**config.mk**
```make
export PLATFORM = sky130hd
export DESIGN_NAME = aging_window_seq
export DESIGN_NICKNAME = d
export VERILOG_FILES = /design/src/rtl/aws_pkg.sv /design/src/rtl/aws_prescaler.sv /design/src/rtl/aws_timer.sv /design/src/rtl/aws_fsm.sv /design/src/rtl/aging_window_seq.sv
export SDC_FILE = /design/constraint.sdc
export NUM_CORES = 1
export LEC_CHECK = 0
export BUFFER_PORTS_ARGS = -buffer_cell sky130_fd_sc_hd__buf_2
export CAP_MARGIN = 20
export CORE_AREA = 10 10 92 94
export CTS_CLUSTER_DIAMETER = 200
export CTS_CLUSTER_SIZE = 24
export DETAILED_ROUTE_END_ITERATION = 7
export DIE_AREA = 0 0 102 104
export MAX_ROUTING_LAYER = met4
export PLACE_DENSITY = 0.67
export SYNTH_ARGS = -nofsm -noshare
export SYNTH_HDL_FRONTEND = slang
export SYNTH_HIERARCHICAL = 1
export SYNTH_SLANG_ARGS = --single-unit
export TNS_END_PERCENT = 20
```
**constraint.sdc**
```tcl
create_clock -name clk -period 4.29 [get_ports clk]
set_input_delay 0.429 -clock clk [delete_from_list [all_inputs] [get_ports clk]]
set_output_delay 0.429 -clock clk [all_outputs]
set_load 0.05 [all_outputs]
```
**src/rtl/aws_pkg.sv**
```systemverilog
package aws_pkg;

    typedef enum logic [2:0] {
        S_IDLE,
        S_CLEAR,
        S_MEAS,
        S_CAP,
        S_READ,
        S_STRESS
    } aws_state_e;

    typedef struct packed {
        logic osc_on;
        logic clr;
        logic cap;
        logic req;
    } aws_ctrl_t;

    // Shift applied to the dwell floor for the stress after step 'step'
    function automatic int unsigned aws_shift(int unsigned step, int unsigned cap);
        int unsigned s;
        s = (step == 0) ? 0 : step - 1;
        return (s > cap) ? cap : s;
    endfunction

    function automatic aws_ctrl_t aws_decode(aws_state_e st);
        aws_ctrl_t c;
        c.osc_on = (st == S_MEAS);
        c.clr    = (st == S_CLEAR);
        c.cap    = (st == S_CAP);
        c.req    = (st == S_READ);
        return c;
    endfunction

endpackage

```
**src/rtl/aws_prescaler.sv**
```systemverilog
module aws_prescaler #(
    parameter int unsigned DIV = 50
) (
    input  logic clk,
    input  logic rst,
    input  logic run,
    output logic tick
);
    localparam int unsigned PW = (DIV > 1) ? $clog2(DIV) : 1;
    localparam logic [PW-1:0] LAST = PW'(DIV - 1);

    logic [PW-1:0] cnt;

    assign tick = run && (cnt == LAST);

    always_ff @(posedge clk) begin
        if (rst || !run || tick) begin
            cnt <= '0;
        end else begin
            cnt <= cnt + 1'b1;
        end
    end
endmodule

```
**src/rtl/aws_timer.sv**
```systemverilog
module aws_timer #(
    parameter int unsigned W = 16
) (
    input  logic         clk,
    input  logic         rst,
    input  logic         load,
    input  logic [W-1:0] load_val,
    input  logic         dec,
    output logic         zero
);
    logic [W-1:0] cnt;

    assign zero = (cnt == '0);

    always_ff @(posedge clk) begin
        if (rst) begin
            cnt <= '0;
        end else if (load) begin
            cnt <= load_val;
        end else if (dec) begin
            cnt <= cnt - 1'b1;
        end
    end
endmodule

```
**src/rtl/aws_fsm.sv**
```systemverilog
module aws_fsm
    import aws_pkg::*;
#(
    parameter int unsigned NUM_STEPS   = 8,
    parameter int unsigned BURST_CYC   = 600,
    parameter int unsigned STRESS_BASE = 20_000_000,
    parameter int unsigned MAX_SHIFT   = 6,
    parameter int unsigned TMR_W       = 32,
    parameter int unsigned STEP_W      = 4
) (
    input  logic              clk,
    input  logic              rst,
    input  logic              start,
    input  logic              rd_done,
    input  logic              tick,
    input  logic              tmr_zero,
    output aws_state_e        state,
    output logic              tmr_load,
    output logic [TMR_W-1:0]  tmr_val,
    output logic              tmr_dec,
    output logic              pre_run,
    output logic [STEP_W-1:0] step_idx
);
    localparam logic [STEP_W-1:0] LAST_STEP = STEP_W'(NUM_STEPS);
    localparam logic [TMR_W-1:0]  BURST_LD  = TMR_W'(BURST_CYC - 1);

    logic             last_step;
    logic [TMR_W-1:0] dwell;

    assign last_step = (step_idx == LAST_STEP);
    assign dwell     = TMR_W'(STRESS_BASE) << aws_shift(32'(step_idx), MAX_SHIFT);

    always_ff @(posedge clk) begin
        if (rst) begin
            state    <= S_IDLE;
            step_idx <= '0;
        end else begin
            unique case (state)
                S_IDLE: if (start) begin
                    state    <= S_CLEAR;
                    step_idx <= '0;
                end
                S_CLEAR: begin
                    state    <= S_MEAS;
                    step_idx <= step_idx + 1'b1;
                end
                S_MEAS:   if (tmr_zero) state <= S_CAP;
                S_CAP:    state <= S_READ;
                S_READ:   if (rd_done) state <= last_step ? S_IDLE : S_STRESS;
                S_STRESS: if (tick && tmr_zero) state <= S_CLEAR;
                default:  state <= S_IDLE;
            endcase
        end
    end

    always_comb begin
        tmr_load = (state == S_CLEAR) || (state == S_READ && rd_done && !last_step);
        tmr_val  = (state == S_CLEAR) ? BURST_LD : dwell - 1'b1;
        tmr_dec  = !tmr_zero && ((state == S_MEAS) || (state == S_STRESS && tick));
        pre_run  = (state == S_STRESS);
    end
endmodule

```
**src/rtl/aging_window_seq.sv**
```systemverilog
module aging_window_seq
    import aws_pkg::*;
#(
    parameter int unsigned TICK_DIV    = 50,
    parameter int unsigned BURST_CYC   = 600,
    parameter int unsigned STRESS_BASE = 20_000_000,
    parameter int unsigned MAX_SHIFT   = 6,
    parameter int unsigned NUM_STEPS   = 8
) (
    input  logic                           clk,
    input  logic                           rst,
    input  logic                           start,
    input  logic                           rd_done,
    output logic                           osc_en,
    output logic                           osc_en_n,
    output logic                           cnt_clr,
    output logic                           cnt_cap,
    output logic                           rd_req,
    output logic [$clog2(NUM_STEPS+1)-1:0] step_idx
);
    localparam int unsigned     STEP_W    = $clog2(NUM_STEPS + 1);
    localparam longint unsigned MAX_DWELL = longint'(STRESS_BASE) << MAX_SHIFT;
    localparam longint unsigned MAX_LOAD  = (MAX_DWELL > BURST_CYC) ? MAX_DWELL : BURST_CYC;
    localparam int unsigned     TMR_W     = $clog2(MAX_LOAD + 1);

    aws_state_e       state;
    aws_ctrl_t        ctrl;
    logic             tick, tmr_zero, tmr_load, tmr_dec, pre_run;
    logic [TMR_W-1:0] tmr_val;

    aws_fsm #(
        .NUM_STEPS  (NUM_STEPS),
        .BURST_CYC  (BURST_CYC),
        .STRESS_BASE(STRESS_BASE),
        .MAX_SHIFT  (MAX_SHIFT),
        .TMR_W      (TMR_W),
        .STEP_W     (STEP_W)
    ) u_fsm (
        .clk     (clk),
        .rst     (rst),
        .start   (start),
        .rd_done (rd_done),
        .tick    (tick),
        .tmr_zero(tmr_zero),
        .state   (state),
        .tmr_load(tmr_load),
        .tmr_val (tmr_val),
        .tmr_dec (tmr_dec),
        .pre_run (pre_run),
        .step_idx(step_idx)
    );

    aws_prescaler #(.DIV(TICK_DIV)) u_pre (
        .clk (clk),
        .rst (rst),
        .run (pre_run),
        .tick(tick)
    );

    aws_timer #(.W(TMR_W)) u_tmr (
        .clk     (clk),
        .rst     (rst),
        .load    (tmr_load),
        .load_val(tmr_val),
        .dec     (tmr_dec),
        .zero    (tmr_zero)
    );

    assign ctrl     = aws_decode(state);
    assign osc_en   = ctrl.osc_on;
    assign osc_en_n = !ctrl.osc_on;
    assign cnt_clr  = ctrl.clr;
    assign cnt_cap  = ctrl.cap;
    assign rd_req   = ctrl.req;
endmodule

```
== Word level (Yosys, flattened, before mapping) ==
Index checks and enable logic that the tools add are counted.

* Flip-flop bits (word level): 44
* Output and inout bits: 9
* Logic and storage cells: 56

* Shift-type cells: 1
* Add/sub/neg operators: 5
* Mux-type cells: 13
* Reduce and logical (&&, ||, !) cells: 21
* Equality and inequality tests: 11
* Order comparisons: 1

{| class="wikitable"
|+ Operator list
! operator !! count
|-
| two-way mux 31 bit || 3
|-
| two-way mux 32 bit || 2
|-
| subtractor 31 x 1 -> 31 bit (second input constant) || 2
|-
| greater-than comparator 32 x 3 -> 1 bit (second input constant) || 1
|-
| left shift 25 x 32 -> 31 bit (first input constant) || 1
|-
| logical NOT 31 bit || 1
|-
| case mux 3 bit (6 select lines) || 1
|-
| two-way mux 3 bit || 5
|-
| case mux 4 bit (2 select lines) || 1
|-
| adder 6 x 1 -> 6 bit (second input constant) || 1
|-
| == test 3 x 2 -> 1 bit (second input constant) || 2
|-
| == test 3 bit (second input constant) || 2
|-
| == test 6 bit (second input constant) || 1
|-
| logical AND 1 bit || 6
|-
| inequality test 2 bit (second input constant) || 3
|-
| subtractor 4 x 1 -> 5 bit (second input constant) || 1
|-
| adder 4 x 1 -> 4 bit (second input constant) || 1
|-
| == test 4 bit (second input constant) || 1
|-
| logical NOT 1 bit || 4
|-
| logical NOT 4 bit || 1
|-
| logical OR 1 bit || 4
|-
| two-way mux 4 bit || 1
|-
| AND reduction 4 bit || 1
|-
| nonzero test 2 bit || 2
|-
| 4 further kinds || 4
|}

== Depth between registers and ports, before layout ==
Gate-level depths: netlist of the first run.

* Depth in word-level cells: 8
* Mapped depth: 16
* Depth with buffers taken out: 12

== Cells and area by module ==
Netlist of the first run, hierarchy kept.

{| class="wikitable"
|+ By module, submodules not included
! module !! instances !! area each (um2) !! cells each
|-
| aws_timer || 1 || 1,933.1 || 254
|-
| aws_fsm || 1 || 1,099.8 || 166
|-
| aws_prescaler || 1 || 264.0 || 28
|-
| aging_window_seq || 1 || 41.3 || 5
|}

== Worst setup path after synthesis of the first run ==
OpenSTA, ideal clock, no wires.

* Path type: flip-flop to flip-flop
* From: register u_fsm.step_idx[0]
* To: register u_tmr.cnt[14]
* Required time: 4.199 ns
* Path slack: 0.673 ns
* Path buffers: 4
* Cell stages (with the launch flop): 16
* Data arrival time: 3.526 ns
* Cells stage by stage: dfxtp_1 buf_2 buf_1 inv_1 ha_1 buf_2 o21ba_2 o21ai_2 buf_6 or3_1 ha_1 o311a_1 or3_1 a21oi_1 nor2_1 a311oi_1

* Cells in the longest elaborated chain, start to end: 8

{| class="wikitable"
|+ Ends and longest elaborated chain
! what !! line !! source
|-
| start: declaration || aws_fsm.sv:22 || <nowiki>output logic [STEP_W-1:0] step_idx</nowiki>
|-
| start signal: assignment || aws_fsm.sv:45 || <nowiki>step_idx <= step_idx + 1'b1;</nowiki>
|-
| subtractor 4 x 1 -> 5 bit or logical NOT 4 bit (tied branches) || aws_pkg.sv:22 || <nowiki>s = (step == 0) ? 0 : step - 1;</nowiki>
|-
| two-way mux 32 bit (*) || aws_pkg.sv:22 ||
|-
| greater-than comparator 32 x 3 -> 1 bit || aws_pkg.sv:23 || <nowiki>return (s > cap) ? cap : s;</nowiki>
|-
| two-way mux 32 bit (*) || aws_pkg.sv:23 ||
|-
| left shift 25 x 32 -> 31 bit (*) || aws_fsm.sv:31 || <nowiki>assign dwell = TMR_W'(STRESS_BASE) << aws_shift(32'(step_idx), MAX_SHIFT);</nowiki>
|-
| subtractor 31 x 1 -> 31 bit (*) || aws_fsm.sv:58 || <nowiki>tmr_val = (state == S_CLEAR) ? BURST_LD : dwell - 1'b1;</nowiki>
|-
| two-way mux 31 bit (*) || aws_fsm.sv:58 ||
|-
| named net tmr_val[14] || aging_window_seq.sv:29 || <nowiki>logic [TMR_W-1:0] tmr_val;</nowiki>
|-
| two-way mux 31 bit (*) || aws_timer.sv:18 || <nowiki>end else if (load) begin</nowiki>
|-
| end signal: assignment || aws_timer.sv:19 || <nowiki>cnt <= load_val;</nowiki>
|-
| end signal: assignment || aws_timer.sv:21 || <nowiki>cnt <= cnt - 1'b1;</nowiki>
|-
| end: declaration || aws_timer.sv:11 || <nowiki>logic [W-1:0] cnt;</nowiki>
|}

Mark *: on every way through the listed nets, which the timed path passes. The rest lies on a longest branch.
A chain may end at the register's enable or synchronous reset.

== Final worst setup path of the first run ==
* From: register u_fsm.state[0]
* To: register u_tmr.cnt[22]

* Cells in the longest elaborated chain, start to end: 6

{| class="wikitable"
|+ Ends and longest elaborated chain
! what !! line !! source
|-
| start: declaration || aws_fsm.sv:17 || <nowiki>output aws_state_e state,</nowiki>
|-
| start signal: assignment || aws_fsm.sv:49 || <nowiki>S_READ: if (rd_done) state <= last_step ? S_IDLE : S_STRESS;</nowiki>
|-
| == test 3 bit || aws_fsm.sv:60 || <nowiki>pre_run = (state == S_STRESS);</nowiki>
|-
| named net pre_run || aging_window_seq.sv:28 || <nowiki>logic tick, tmr_zero, tmr_load, tmr_dec, pre_run;</nowiki>
|-
| logical AND 1 bit || aws_prescaler.sv:14 || <nowiki>assign tick = run && (cnt == LAST);</nowiki>
|-
| named net tick || aging_window_seq.sv:28 ||
|-
| logical AND 1 bit || aws_fsm.sv:59 || <nowiki>tmr_dec = !tmr_zero && ((state == S_MEAS) || (state == S_STRESS && tick));</nowiki>
|-
| logical OR 1 bit || aws_fsm.sv:59 ||
|-
| logical AND 1 bit || aws_fsm.sv:59 ||
|-
| named net tmr_dec || aging_window_seq.sv:28 ||
|-
| nonzero test 2 bit (no line) || - ||
|}

The timed path passes the listed nets, and every way through them passes these cells.

==> impl_results.md, run 1 <==
- Pin count of the biggest net entering global routing: 46
- Maximum number of buffers from clock root to sink: 2
- Gate count of the mapped netlist: 453
- Number of resized instances in the post-cts repair step: 0
- Setup CP Type: reg2reg
- Post-layout net count: 450
- Final setup violation count: 0
- Number of placement rows: 30
- Number of top-level pins: 13
- Slowest cell on crit path: sky130_fd_sc_hd__dfxtp_1
- Count of hold buffers inserted by post-cts repair: 0
- Floorplan die width: 102 µm
- Cell types with the largest area share after synthesis: sky130_fd_sc_hd__dfxtp_1, sky130_fd_sc_hd__nor2_1, sky130_fd_sc_hd__a21oi_1, sky130_fd_sc_hd__nand2_1, sky130_fd_sc_hd__a311oi_1
- DPL Wire Length: 6020 µm
- Cell Count, Final, Fillers Out: 520
- Max Clk Rate: 272 MHz
- Skew final: 4.62 ps
- Static leakage: 1.19 nW
- Max-capacitance violation count: 0
- Final setup TNS: 0 ps
- Worst slew margin: 34.2%
- Residual antenna-violating net count after detailed routing: 0
- Post-CTS setup buffer count: 0
- Number of warning messages in the yosys log: 6
- Crit path launch type: flop
- Kind of path behind the tightest hold check: reg2reg
- Fin crit period: 3680 ps
- Critical Path AT: 3890 ps
- Async S/R FF share, synth: 0%
- Number of flip-flops and latches in the synthesized netlist: 44
- Cells after DPL: 512
- Placeable core area: 0.00668 mm²
- Peak ir drop on the vdd network: 0.000187 V
- Crit-path max cell delay: 600 ps
- Tightest Pin Transition: 985 ps
- Worst setup path start: u_fsm/state[0]
- FF-to-FF path depth: 12
- TritonCTS clock tree: yes
- Cell area after layout: 0.00343 mm²
- Post-detailed-placement cell area: 0.00334 mm²
- Status: finished, final reports clean
- Proportion of layout cells with a drive suffix above 1: 10.0%
- Source-to-sink clock delay at the later pin of the worst-skew pair: 300 ps
- Final clock period utilization by the worst path: 85.7%
- Total detailed-routing wirelength: 8610 µm
- Number of search-and-repair iterations in the first detailed-routing pass: 5
- Ys flop type: sky130_fd_sc_hd__dfxtp_1
- DR iter-0 viols: 319
- Initial Util: 50.0%
- Seq/Total Area, Yosys: 26.4%
- Hold violation count in the final report: 0
- Endpoint of the most critical setup path: u_tmr/cnt[22]
- Die Outline Area: 0.0106 mm²
- Number of antenna violations at the first check in global routing: 0
- Antenna diode instance count: 0
- Netlist area before placement: 0.00334 mm²
- Unrepaired setup endpoints after global routing: false
- R2r startpoint: u_fsm/state[0]
- Number of synthesized flops with an enable pin: 0
- Die Ht: 104 µm
- Number of levels the H-tree was split into: 2
- Vias in the first global route: 2891
- Most instantiated library cell after synthesis: sky130_fd_sc_hd__nor2_1
- Type of element capturing the critical path: flop
- Ratio of routed vias to standard cells: 6.33
- Drt wl/cell: 16.6 µm
- Overall power of the completed layout: 1.39 mW
- Power density normalized to cell area: 405 mW/mm²
- Clock Sink Count: 44
- Number of buffers inserted by port buffering: 12
- Crit-path most repeated cell: sky130_fd_sc_hd__nor2_1
- Clock-pin slew reported for the worst setup and hold paths after clock tree synthesis: 90 ps
- Number of stages on the worst hold path: 1
- Setup slack of the most critical reg-to-reg path: 610 ps
- Buffer type at the clock tree root: sky130_fd_sc_hd__clkbuf_8
- Total Routing Usage GR: 16.4%
- DRC errors left: 0
- Core occupancy in the finished layout: 51.3%
- Critical path data required time: 4500 ps
- End of the worst register-to-register path: u_tmr/cnt[22]
- Synthesized area divided by synthesized cell count: 7.37 µm²
- Commonest cells in the netlist: sky130_fd_sc_hd__nor2_1, sky130_fd_sc_hd__dfxtp_1, sky130_fd_sc_hd__nand2_1, sky130_fd_sc_hd__a21oi_1, sky130_fd_sc_hd__clkbuf_1
- Cell taking the most area after synthesis: sky130_fd_sc_hd__dfxtp_1
- Post-synth cell types: 66
- Via total after detailed routing: 3294
- Ordered list of cells on the worst path: inv_1 -> nor2_1 -> and2_1 -> nand2_1 -> nor2_1 -> a22oi_1 -> nor2_1 -> buf_4 -> or4bb_1 -> or4_1 -> or4_1 -> a311oi_1
- Number of buffers added by the clock tree synthesis step: 5
- Area share of the leading cell type in the synthesized netlist: 26.4%
- Largest fanout on the critical path: 15
- Pins Over Slew Limit: 0
- Global-route wire length before repair: 14200 µm
- Layout overhead on the synthesized area: 2.66%
- Aggregate global routing overflow: 0
- Gp weighted congestion: 0.872
[kinds of logic (layout without fill, tap and decap cells)]
logic type / count (synthesis) / in the layout / share of synthesized area (%)
adders and majority gates: 7 / 7 / 2.62
DFF: 44 / 44 / 26.4
xor gates and xnor gates: 17 / 17 / 4.46
AOI/OAI and AO/OA: 107 / 107 / 22.1
and+or+nand+nor: 223 / 223 / 36.6
other: 1 / 5 / 0.112
buffers and inverters: 54 / 37 / 7.72
[worst max-delay path, delay by kind of cell, from the launching register on]
kind            cells  cell delay [ps]
simple gates        8             2250
flops               1              600
buf+inv             2              400
compound gates      2              350
[stage by stage]
step | hold WS [ps] | setup slack (ps)
final | 490 | 612
after global routing | 529 | 235
after floorplan | 444 | 673
after detailed placement | 475 | 680
after global placement | 462 | 811
after CTS | 498 | 636
[per-layer routing]
| metal | GRT usage [%] | wire, µm | vias to the layer above | share of wire (%) |
|---|---|---|---|---|
| li1 | - | - | 1628 | - |
| met1 | 22.9 | 4170 | 1555 | 48 |
| met2 | 23.6 | 3890 | 96 | 45 |
| met3 | 2.39 | 420 | 15 | 4.9 |
| met4 | 4.74 | 125 | 0 | 1.5 |
| met5 | - | 0 | - | 0 |
[how the worst min path moves through the flow]
stage | startpoint | slack, ps | endpoint
after global placement | u_pre/cnt[0] | 460 | u_pre/cnt[0]
after CTS | u_pre/cnt[0] | 500 | u_pre/cnt[0]
after global routing | start | 530 | u_fsm/step_idx[0]
final | u_pre/cnt[0] | 490 | u_pre/cnt[0]
after detailed placement | u_pre/cnt[0] | 470 | u_pre/cnt[0]
after floorplan | u_pre/cnt[0] | 440 | u_pre/cnt[0]
[layout by cell type (no fill, tap or decap), drive strengths merged, types with 14 or more instances in the layout]
master   n
nor2    63
dfxtp   44
nand2   33
a21oi   29
o21ai   17
nor3    16
nor4    15
nand3   15
buf     15
inv     14
or3     14
[report_power, final]
group          total (mW)  switching (mW)  leakage (nW)  internal, mW
logic               0.582           0.372         0.779         0.209
registers           0.537          0.0794         0.359         0.457
clock network       0.270           0.156        0.0479         0.114
total                1.39           0.608          1.19         0.781
[area by class of cell]
type,count,area [µm²]
Timing Repair Buffer,15,82.6
Tap cell,80,100
Sequential cell,44,881
Fill cell,652,3250
Multi-Input combinational cell,359,2220
Inverter,14,52.6
Clock buffer,5,68.8
Clock inverter,3,18.8
[registers in the layout (all words and copies together), names as in the netlist]
name and cells:
u_fsm/step_idx 4, u_fsm/state 3, u_tmr/cnt 31, u_pre/cnt 6
Note: power is estimated with default switching activity, not from simulation.
==> run 2, diff against run 1 <==
ABC_AREA = 1   (was unset)
CORE_AREA = 10 10 114 116   (was 10 10 92 94)
DIE_AREA = 0 0 124 126   (was 0 0 102 104)
PLACE_DENSITY = unset   (was 0.67)
PLACE_DENSITY_LB_ADDON = 0.05   (was unset)
==> run 2 against run 1 <==
  * Design area up 14%
  * Highest routed layer unchanged
  * Largest cell class unchanged
  * Global-route usage decreased by 2.9 points
  * Clock skew grew 4.8 ps
  * Utilization shrank 15 points
  * Non-clock buffer count is 1 higher
==> impl_results.md, run 2 <==
- Status: finished, final reports clean (unchanged)
- Synthesized area divided by synthesized cell count: 6.41 µm² (was 7.37 µm²)
- Global-route wire length before repair: 16700 µm (was 14200 µm)
- Most instantiated library cell after synthesis: sky130_fd_sc_hd__nand2_1 (was sky130_fd_sc_hd__nor2_1)
- Critical Path AT: 3160 ps (was 3890 ps)
- Residual antenna-violating net count after detailed routing: 0 (unchanged)
- Worst slew margin: 36.4% (was 34.2%)
- Number of buffers added by the clock tree synthesis step: 5 (unchanged)
- Cell area after layout: 0.00389 mm² (was 0.00343 mm²)
- Proportion of layout cells with a drive suffix above 1: 15.3% (was 10.0%)
- Largest fanout on the critical path: 20 (was 15)
- Post-CTS setup buffer count: 0 (unchanged)
- Final setup violation count: 0 (unchanged)
- Layout overhead on the synthesized area: 6.61% (was 2.66%)
- Seq/Total Area, Yosys: 24.1% (was 26.4%)
- DPL Wire Length: 7820 µm (was 6020 µm)
- Clock Sink Count: 44 (unchanged)
- Number of flip-flops under the largest register name: 31 (unchanged)
- Ratio of routed vias to standard cells: 4.95 (was 6.33)
- Buffer type at the clock tree root: sky130_fd_sc_hd__clkbuf_8 (unchanged)
- Pin count of the biggest net entering global routing: 38 (was 46)
- Post-synth cell types: 46 (was 66)
- Number of buffers inserted by port buffering: 12 (unchanged)
- DRC errors left: 0 (unchanged)
- Number of flip-flops and latches in the synthesized netlist: 44 (unchanged)
- Register with the highest flop count: u_tmr/cnt (unchanged)
- Number of levels the H-tree was split into: 2 (unchanged)
- Maximum number of buffers from clock root to sink: 2 (unchanged)
- End of the worst register-to-register path: u_tmr/cnt[21] (was u_tmr/cnt[22])
- Number of antenna violations at the first check in global routing: 0 (unchanged)
- DR iter-0 viols: 308 (was 319)
- Drt wl/cell: 14.5 µm (was 16.6 µm)
- Number of placement rows: 38 (was 30)
- Skew final: 9.42 ps (was 4.62 ps)
- Number of synthesized flops with an enable pin: 0 (unchanged)
- Core occupancy in the finished layout: 36.4% (was 51.3%)
- Most common library cell in the layout ignoring fill and taps: sky130_fd_sc_hd__nand2_1 (was sky130_fd_sc_hd__nor2_1)
- Clock-pin slew reported for the worst setup and hold paths after clock tree synthesis: 100 ps (was 90 ps)
- Setup CP Type: reg2reg (unchanged)
- Critical path data required time: 4510 ps (was 4500 ps)
- Worst setup path start: u_fsm/state[2] (was u_fsm/state[0])
- Ys flop type: sky130_fd_sc_hd__dfxtp_1 (unchanged)
- Count of hold buffers inserted by post-cts repair: 0 (unchanged)
- TritonCTS clock tree: yes (unchanged)
- Kind of path behind the tightest hold check: reg2reg (unchanged)
- FF-to-FF path depth: 11 (was 12)
- R2r startpoint: u_fsm/state[2] (was u_fsm/state[0])
- Number of resized instances in the post-cts repair step: 0 (unchanged)
- Fin crit period: 2930 ps (was 3680 ps)
- Antenna diode instance count: 0 (unchanged)
- Commonest cells in the netlist: sky130_fd_sc_hd__nand2_1, sky130_fd_sc_hd__nor2_1, sky130_fd_sc_hd__inv_1, sky130_fd_sc_hd__dfxtp_1, sky130_fd_sc_hd__nand3_1 (was sky130_fd_sc_hd__nor2_1, sky130_fd_sc_hd__dfxtp_1, sky130_fd_sc_hd__nand2_1, sky130_fd_sc_hd__a21oi_1, sky130_fd_sc_hd__clkbuf_1)
- Async S/R FF share, synth: 0% (unchanged)
- Initial Util: 34.2% (was 50.0%)
- Total Routing Usage GR: 13.5% (was 16.4%)
- PnR worst setup slack: 1360 ps (was 612 ps)
- Netlist area before placement: 0.00365 mm² (was 0.00334 mm²)
- Number of warning messages in the yosys log: 6 (unchanged)
- Final clock period utilization by the worst path: 68.3% (was 85.7%)
- Setup slack of the most critical reg-to-reg path: 1360 ps (was 610 ps)
- Pins Over Slew Limit: 0 (unchanged)
- Type of element capturing the critical path: flop (unchanged)
- Number of search-and-repair iterations in the first detailed-routing pass: 6 (was 5)
- Worst Setup Slack post-DPL: 1360 ps (was 680 ps)
- Max Clk Rate: 341 MHz (was 272 MHz)
- Crit path launch type: flop (unchanged)
- Aggregate global routing overflow: 0 (unchanged)
- Floorplan die width: 124 µm (was 102 µm)
- Largest registers: u_tmr/cnt x31, u_pre/cnt x6, u_fsm/step_idx x4 (unchanged)
- Vias in the first global route: 3207 (was 2891)
- Number of top-level pins: 13 (unchanged)
- Unrepaired setup endpoints after global routing: false (unchanged)
- Post-layout net count: 585 (was 450)
- Hold violation count in the final report: 0 (unchanged)
- Via total after detailed routing: 3537 (was 3294)
- Cell taking the most area after synthesis: sky130_fd_sc_hd__dfxtp_1 (unchanged)
- Placeable core area: 0.0107 mm² (was 0.00668 mm²)
- Max-capacitance violation count: 0 (unchanged)
- Cell types with the largest area share after synthesis: sky130_fd_sc_hd__dfxtp_1, sky130_fd_sc_hd__nand2_1, sky130_fd_sc_hd__nor2_1, sky130_fd_sc_hd__inv_1, sky130_fd_sc_hd__nand3_1 (was sky130_fd_sc_hd__dfxtp_1, sky130_fd_sc_hd__nor2_1, sky130_fd_sc_hd__a21oi_1, sky130_fd_sc_hd__nand2_1, sky130_fd_sc_hd__a311oi_1)
- Source-to-sink clock delay at the later pin of the worst-skew pair: 310 ps (was 300 ps)
- Area share of the leading cell type in the synthesized netlist: 24.1% (was 26.4%)
- Die Outline Area: 0.0156 mm² (was 0.0106 mm²)
- Tightest Pin Transition: 953 ps (was 985 ps)
- Endpoint of the most critical setup path: u_tmr/cnt[21] (was u_tmr/cnt[22])
- Number of fillers in the final layout: 1229 (was 652)
- Final setup TNS: 0 ps (unchanged)
- Leading cell types in the layout, fill and taps excluded: sky130_fd_sc_hd__nand2_1, sky130_fd_sc_hd__nor2_1, sky130_fd_sc_hd__inv_1 (was sky130_fd_sc_hd__nor2_1, sky130_fd_sc_hd__dfxtp_1, sky130_fd_sc_hd__nand2_1)
- Total detailed-routing wirelength: 10400 µm (was 8610 µm)
- Die Ht: 126 µm (was 104 µm)
- Post-detailed-placement cell area: 0.00381 mm² (was 0.00334 mm²)
- Gate count of the mapped netlist: 570 (was 453)
- Gp weighted congestion: 0.896 (was 0.872)
## run 2: cell count changes after synthesis, moves of 11 or more
cell	delta
sky130_fd_sc_hd__or4_1	-12
sky130_fd_sc_hd__nor3b_1	-11
sky130_fd_sc_hd__inv_1	+48
sky130_fd_sc_hd__a311oi_1	-12
sky130_fd_sc_hd__a22oi_1	+20
sky130_fd_sc_hd__nor4_1	-14
sky130_fd_sc_hd__nor2_1	+20
sky130_fd_sc_hd__nand3_1	+26
sky130_fd_sc_hd__or3_1	-13
sky130_fd_sc_hd__nand2_1	+89
## run 2: cells by family (layout without fill, tap and decap cells)
logic type	count (synthesis)	after routing	synth area share [%]
AND/OR/NAND/NOR	311	311	42.2
buffers and inverters	92	93	11.0
other	1	5	0.103
AO/OA/AOI/OAI	104	104	17.6
flip-flops	44	44	24.1
XOR/XNOR	11	11	2.64
adder cells (fa/ha/maj)	7	7	2.40
## run 2: stage by stage
step                      cells  hold slack [ps]
after detailed placement    707              476
after global routing        715              545
after CTS                   715              500
after global placement      707              463
final                       715              499
after floorplan             574              445
## run 2: final cells by class
class / count / area (µm²) / area share (%)
inverter: 69 / 268 / 6.87
sequential: 44 / 881 / 22.6
clock buffer: 5 / 68.8 / 1.77
tap: 140 / 175 / 4.50
multi-input combinational: 438 / 2390 / 61.5
timing repair buffer: 16 / 90.1 / 2.31
clock inverter: 3 / 18.8 / 0.482
## run 2: metal layers
layer,routed length [µm],part of all wire [%],vias to the layer above,track usage [%]
met5,0,0,-,-
met4,87,0.84,0,2.85
met3,349,3.4,6,2.01
met2,4950,48,56,21.8
met1,4980,48,1614,17.4
li1,-,-,1861,-
## run 2: worst min path at each step
stage	start	to	slack [ps]	depth (start not counted)
after detailed placement	u_pre/cnt[0]	u_pre/cnt[0]	480	1
after global placement	u_pre/cnt[0]	u_pre/cnt[0]	460	1
after global routing	u_pre/cnt[0]	u_pre/cnt[0]	540	1
after floorplan	u_pre/cnt[0]	u_pre/cnt[0]	440	1
final	u_pre/cnt[0]	u_pre/cnt[0]	500	1
after CTS	u_pre/cnt[0]	u_pre/cnt[0]	500	1
## run 2: worst max-delay path, stage by stage, from the launching register on
cell,delay (ps)
sky130_fd_sc_hd__dfxtp_1,430
sky130_fd_sc_hd__inv_1,110
sky130_fd_sc_hd__nand2_1,70
sky130_fd_sc_hd__nor2_1,40
sky130_fd_sc_hd__buf_4,210
sky130_fd_sc_hd__inv_1,480
sky130_fd_sc_hd__o21ai_2,440
sky130_fd_sc_hd__nor2_2,430
sky130_fd_sc_hd__inv_1,230
sky130_fd_sc_hd__a21oi_1,200
sky130_fd_sc_hd__nand2_1,70
sky130_fd_sc_hd__a21oi_1,130
Power of run 2 is not shown: default switching activity piles up to over one toggle a cycle in this logic, so the estimate is an artifact.
